**src/rtl/modexp_pkg.sv**
```systemverilog
package modexp_pkg;
  typedef enum logic [1:0] {
    TR_IDLE = 2'b00,
    TR_SQR  = 2'b01,
    TR_MUL  = 2'b10
  } trace_t;

  typedef enum logic [1:0] {
    ST_IDLE = 2'b00,
    ST_SQR  = 2'b01,
    ST_MUL  = 2'b10
  } state_t;
endpackage

```
**src/rtl/modexp_mulmod.sv**
```systemverilog
module modexp_mulmod #(
  parameter int W = 16
) (
  input  logic         clk,
  input  logic         rst,
  input  logic         go,
  input  logic [W-1:0] a,
  input  logic [W-1:0] b,
  input  logic [W-1:0] n,
  output logic [W-1:0] prod,
  output logic         fin,
  output logic         busy
);
  localparam int CW = $clog2(W + 1);

  logic [W-1:0]  acc, a_r, b_sh, n_r;
  logic [CW-1:0] cnt;
  logic          run;
  logic [W:0]    dbl, red1, sum, red2;

  // one interleaved step: double, reduce, conditionally add, reduce
  always_comb begin
    dbl  = {acc, 1'b0};
    red1 = (dbl >= {1'b0, n_r}) ? dbl - {1'b0, n_r} : dbl;
    sum  = b_sh[W-1] ? red1 + {1'b0, a_r} : red1;
    red2 = (sum >= {1'b0, n_r}) ? sum - {1'b0, n_r} : sum;
  end

  always_ff @(posedge clk) begin
    if (rst) begin
      acc  <= '0;
      a_r  <= '0;
      b_sh <= '0;
      n_r  <= '0;
      cnt  <= '0;
      run  <= 1'b0;
      fin  <= 1'b0;
    end else begin
      fin <= 1'b0;
      if (go) begin
        acc  <= '0;
        a_r  <= a;
        b_sh <= b;
        n_r  <= n;
        cnt  <= CW'(W);
        run  <= 1'b1;
      end else if (run) begin
        acc  <= red2[W-1:0];
        b_sh <= {b_sh[W-2:0], 1'b0};
        cnt  <= cnt - 1'b1;
        if (cnt == CW'(1)) begin
          run <= 1'b0;
          fin <= 1'b1;
        end
      end
    end
  end

  assign prod = acc;
  assign busy = run;

  // accumulator stays reduced while the step loop runs
  assert_acc_reduced_R6: assert property (@(posedge clk) disable iff (rst)
    (run && n_r != '0) |-> (acc < n_r));

  // finish is a single-cycle pulse
  assert_fin_pulse_R5: assert property (@(posedge clk) disable iff (rst)
    fin |=> !fin);
endmodule

```
**src/rtl/modexp_keyscan.sv**
```systemverilog
module modexp_keyscan #(
  parameter int KW = 16
) (
  input  logic          clk,
  input  logic          rst,
  input  logic          load,
  input  logic          adv,
  input  logic [KW-1:0] k,
  output logic          cur_bit,
  output logic          last
);
  localparam int CW = (KW > 1) ? $clog2(KW) : 1;

  logic [KW-1:0] ksh;
  logic [CW-1:0] pos;

  always_ff @(posedge clk) begin
    if (rst) begin
      ksh <= '0;
      pos <= '0;
    end else if (load) begin
      ksh <= k;
      pos <= '0;
    end else if (adv) begin
      ksh <= ksh << 1;
      pos <= pos + 1'b1;
    end
  end

  assign cur_bit = ksh[KW-1];
  assign last    = (pos == CW'(KW - 1));

  // never advance beyond the final exponent bit
  assert_no_overrun_R3: assert property (@(posedge clk) disable iff (rst)
    (adv && !load) |-> !last);
endmodule

```
**src/rtl/modexp_sqmul.sv**
```systemverilog
module modexp_sqmul
  import modexp_pkg::*;
#(
  parameter int W  = 16,
  parameter int KW = 16
) (
  input  logic          clk,
  input  logic          rst,
  input  logic          start,
  input  logic [W-1:0]  x_in,
  input  logic [W-1:0]  n_in,
  input  logic [KW-1:0] k_in,
  output logic [W-1:0]  result,
  output logic          done,
  output logic [1:0]    trace
);
  state_t        state;
  trace_t        trace_q;
  logic [W-1:0]  z, x_r, n_r, prod, op_a;
  logic          go, mfin, mbusy, cur_bit, last, load, adv;

  assign load = (state == ST_IDLE) && start;
  assign adv  = mfin && !last &&
                ((state == ST_MUL) || (state == ST_SQR && !cur_bit));
  assign op_a = (state == ST_MUL) ? x_r : z;

  modexp_keyscan #(.KW(KW)) u_keys (
    .clk(clk), .rst(rst), .load(load), .adv(adv), .k(k_in),
    .cur_bit(cur_bit), .last(last)
  );

  modexp_mulmod #(.W(W)) u_mul (
    .clk(clk), .rst(rst), .go(go), .a(op_a), .b(z), .n(n_r),
    .prod(prod), .fin(mfin), .busy(mbusy)
  );

  always_ff @(posedge clk) begin
    if (rst) begin
      state   <= ST_IDLE;
      trace_q <= TR_IDLE;
      z       <= '0;
      x_r     <= '0;
      n_r     <= '0;
      go      <= 1'b0;
      done    <= 1'b0;
      result  <= '0;
    end else begin
      go   <= 1'b0;
      done <= 1'b0;
      case (state)
        ST_IDLE: if (start) begin
          x_r     <= x_in;
          n_r     <= n_in;
          z       <= (n_in == W'(1)) ? '0 : W'(1);
          state   <= ST_SQR;
          trace_q <= TR_SQR;
          go      <= 1'b1;
        end
        ST_SQR: if (mfin) begin
          z <= prod;
          if (cur_bit) begin
            state   <= ST_MUL;
            trace_q <= TR_MUL;
            go      <= 1'b1;
          end else if (last) begin
            result  <= prod;
            done    <= 1'b1;
            state   <= ST_IDLE;
            trace_q <= TR_IDLE;
          end else begin
            go <= 1'b1;
          end
        end
        ST_MUL: if (mfin) begin
          z <= prod;
          if (last) begin
            result  <= prod;
            done    <= 1'b1;
            state   <= ST_IDLE;
            trace_q <= TR_IDLE;
          end else begin
            state   <= ST_SQR;
            trace_q <= TR_SQR;
            go      <= 1'b1;
          end
        end
        default: begin
          state   <= ST_IDLE;
          trace_q <= TR_IDLE;
        end
      endcase
    end
  end

  assign trace = trace_q;

  // trace code is one of the three legal values
  assert_trace_legal_R5: assert property (@(posedge clk) disable iff (rst)
    trace != 2'b11);

  // a multiply is entered only straight from a squaring
  assert_mul_after_sqr_R4: assert property (@(posedge clk) disable iff (rst)
    (trace == TR_MUL && $past(trace) != TR_MUL) |-> $past(trace) == TR_SQR);

  // every run opens with a squaring
  assert_first_op_sqr_R3: assert property (@(posedge clk) disable iff (rst)
    (trace != TR_IDLE && $past(trace) == TR_IDLE) |-> trace == TR_SQR);

  // trace holds while the multiplier is stepping
  assert_trace_steady_R5: assert property (@(posedge clk) disable iff (rst)
    (mbusy && $past(mbusy)) |-> $stable(trace));

  // done lasts one cycle and leaves a reduced result
  assert_done_pulse_R6: assert property (@(posedge clk) disable iff (rst)
    done |=> !done);
  assert_result_reduced_R6: assert property (@(posedge clk) disable iff (rst)
    done |-> (result < n_r));

  // start while running leaves the captured modulus alone
  assert_start_ignored_R7: assert property (@(posedge clk) disable iff (rst)
    (state != ST_IDLE) |=> (state == ST_IDLE || $stable(n_r)));
endmodule

```
**config.mk**
```make
export PLATFORM = sky130hd
export DESIGN_NAME = modexp_sqmul
export DESIGN_NICKNAME = d
export VERILOG_FILES = /design/src/rtl/modexp_pkg.sv /design/src/rtl/modexp_mulmod.sv /design/src/rtl/modexp_keyscan.sv /design/src/rtl/modexp_sqmul.sv
export SDC_FILE = /design/constraint.sdc
export NUM_CORES = 1
export LEC_CHECK = 0
export BUFFER_PORTS_ARGS = -buffer_cell sky130_fd_sc_hd__buf_2
export CORE_MARGIN = 2
export CORE_UTILIZATION = 55
export DETAILED_ROUTE_END_ITERATION = 10
export PLACE_DENSITY = 0.79
export SLEW_MARGIN = 20
export SYNTH_ARGS = -nofsm -noshare
export SYNTH_HDL_FRONTEND = slang
export SYNTH_SLANG_ARGS = --single-unit
```
**constraint.sdc**
```tcl
create_clock -name clk -period 5.77 [get_ports clk]
set_input_delay 1.4425 -clock clk [delete_from_list [all_inputs] [get_ports clk]]
set_output_delay 1.4425 -clock clk [all_outputs]
set_load 0.02 [all_outputs]
```
==> run summary <==
The tools report the kind of start point of the critical path as a flip-flop. The later-pin clock latency in the skew report is 430 ps. The first global-routing pass estimated 44600 µm of wire.

Class of the worst hold path: flip-flop to flip-flop. During I/O placement, the number of pins put on the boundary was 70. The top fanout value on the critical path came out at 4. Measured against its own limit, the worst slew margin works out to 34.4%. The routed layout has 9454 vias. CTS saw 159 sinks.

Summing the sequential cell areas from Yosys gives 33.4% of the chip area. The number of global-route vias before repair is 8889, and the die height is 136 µm. After the first detailed-routing iteration, the DRC count stood at 1009. The run gives 96 as the largest net degree at the start of global routing. Setup repair after global routing could not meet its margin everywhere. Counting distinct cell types in the post-synthesis netlist gives 83. The final routed wire length divided by cell count was 19.1 µm.

The fraction of final layout cells with drive strength greater than 1 was 25.9%. The run finished, with violations left. The number of antenna violations at the first check in global routing came out at 0. The final critical-path share of the clock period was 100%. The floorplan step set the die width to 136 µm. For this run, the top clock speed supported by timing is 173 MHz. The count of hold-fix buffers inserted at cts was 0. The tools report the number of maximum-capacitance constraint violations as 0.

The pin slew with the least headroom to its limit was 984 ps; the count of standard-cell rows was 48. In this run the remaining antenna-violating nets after routing total 0. For the number of CTS-inserted buffers, the log shows 17. The final reports fail on negative setup slack.

Count of endpoints failing hold in the final timing report: 0. The pre-antenna-repair detailed-routing pass consisted of 5 iterations. The run gives 0.0171 mm² as the area of the core. Yosys printed 0 warnings. The max-slew violation count was 0; the aggregate routed wire length was 29600 µm.

The longest clock path from root to sink contains 2 buffers. For this configuration, the core starts out at a cell density of 55.8%. The final critical path time including I/O delays and setup works out to 5790 ps. The tree is rooted in a clkbuf_16. The logs give 20500 µm for the HPWL after detailed placement and 1 for the final number of setup-violating endpoints.

The synthesized instance count came out at 1159. Across the routed clock network, the largest skew measured is 9.79 ps. The prevailing post-synth register cell is dfxtp_1. Global routing finished with a remaining overflow of 0.

Synthesis inferred 159 register bits. TritonCTS built the clock tree. From synthesis to final layout, the design area changed by 25.1%. Fill cells in the final layout number 1304. Adding up every negative setup slack in the final design gives -21.9 ps. The number of nets at the end of the flow was 1422. Routability-driven placement finished with a final weighted congestion of 0.997. The final worst slack came out at -21.9 ps.

The tools report the sort of element at the end of the critical path as a flip-flop. The clock tree synthesis step divided the H-tree into 4 levels. The total track usage is 30.8%, and the critical path required time is 6130 ps. Dividing the detail-routed via count by the number of cells gives 6.10.

Summing every instance area after synthesis gives 0.00954 mm². The fraction of synthesis flops using an asynchronous set or reset pin is 0%. In this run, synthesis inferred 0 flip-flops with an integrated enable. The worst endpoint data arrival time was 6150 ps; the clock-pin transition on the worst setup and hold timing paths was 70 ps. The worst setup path is of the flip-flop to flip-flop kind. The die covers 0.0184 mm². When the netlist entered floorplanning its net count stood at 1269.

The number of port buffers came out at 69. In the routed design, unresolved DRC markers number 0. A synthesized cell averages 8.23 µm².
## area by class of cell
cell class	count	area [µm²]	share of cell area, %
clock inverter	13	151	1.27
sequential	159	3190	26.8
inverter	43	161	1.35
clock buffer	19	433	3.63
timing repair buffer	201	1350	11.3
antenna	1	2.50	0.0210
tap	225	282	2.36
multi-input combinational	890	6360	53.3
## routing by layer
layer | track usage (%) | part of all wire [%] | vias up | wire length [µm]
li1 | - | - | 4470 | -
met1 | 40.7 | 42 | 4490 | 12400
met2 | 48.6 | 46 | 395 | 13700
met3 | 5.01 | 7.5 | 99 | 2220
met4 | 15.9 | 4.4 | 0 | 1300
met5 | 0 | 0 | - | 0
## layout by cell type, fill, tap and decap left out, drive strengths merged, types with 44 or more instances in the layout
cell type  instances
nand3             44
nor2             136
mux2i             80
dfxtp            159
o21ai             47
a21oi            110
ha                56
inv               47
buf              201
a211oi            45
nand2            122
## metrics by stage
step	util (%)	worst slack (ps)	instances	hold slack (ps)	area (µm²)
floorplan	-	44.6	1159	436	9550
global route	69.7	-232	1550	484	11900
detailed placement	63.2	-132	1511	450	10800
finish	69.7	-21.9	1551	458	11900
global placement	63.2	-16.9	1511	445	10800
CTS	66.8	8.75	1543	460	11400
## Yosys cell counts (all sizes together), types with 7 or more instances
library cell,instances,area (µm²)
a211oi,45,353
a21o,18,136
a21oi,110,569
a31oi,19,131
and2,7,43.8
and3,7,43.8
buf,21,129
clkbuf,45,173
dfxtp,159,3180
ha,56,701
inv,41,154
mux2i,80,801
nand2,122,460
nand2b,9,56.3
nand3,44,220
nand4,7,43.8
nor2,136,513
nor3,23,115
o211ai,10,75.1
o21a,11,83.8
o21ai,47,265
o31ai,7,66.3
or3,7,60.1
xnor2,27,236
xor2,14,141
## what timing repair did
| item | in CTS | in global routing |
|---|---|---|
| gates resized for setup | 7 | 79 |
| endpoints found under the setup margin | 16 | 16 |
| pin swaps | 2 | 30 |
| buffers inserted | 0 | 7 |
## cell families after synthesis
family | count (synthesis) | share of synthesized area (%)
and+or+nand+nor | 384 | 18.0
buffers and inverters | 110 | 4.94
AOI/OAI and AO/OA | 323 | 23.0
DFF | 159 | 33.4
adders and majority gates | 59 | 7.97
xor gates and xnor gates | 41 | 3.96
muxes | 83 | 8.75
## final timing paths
kind	start	endpoint	slack [ps]	cells past startpoint
hold / removal	n_r[5]	n_r[5]	460	2
setup / recovery	u_mul.n_r[6]	u_mul.prod[14]	-20	26
setup reg to reg	u_mul.n_r[6]	u_mul.prod[14]	-20	26
hold reg to reg	n_r[5]	n_r[5]	460	2
## state kept, by name, indices dropped and copies added (netlist names), 2 cells and up
name        flops
x_r            16
u_keys.pos      4
u_keys.ksh     16
u_mul.b_sh     16
u_mul.n_r      16
trace           2
u_mul.cnt       5
z              16
u_mul.prod     16
n_r            16
u_mul.a_r      16
result         16
## worst max-delay path: stages (launching register included)
cell	delay [ps]
dfxtp_1	360
inv_2	80
ha_4	230
a211oi_2	220
nor2_1	100
or3_4	370
o21ai_4	170
nand2_4	90
mux2_4	330
ha_4	230
a211oi_2	240
a21oi_2	100
o41a_1	430
o22ai_2	170
xor2_1	160
nand2_1	140
and2_4	230
ha_4	220
a21o_1	190
a221oi_4	290
nor2b_1	120
a211oi_2	320
nand2b_4	220
a31oi_4	120
buf_6	150
a2111o_1	280
a31oi_1	150
Power is not shown: default switching activity piles up to over one toggle a cycle in this logic, so the estimate is an artifact.
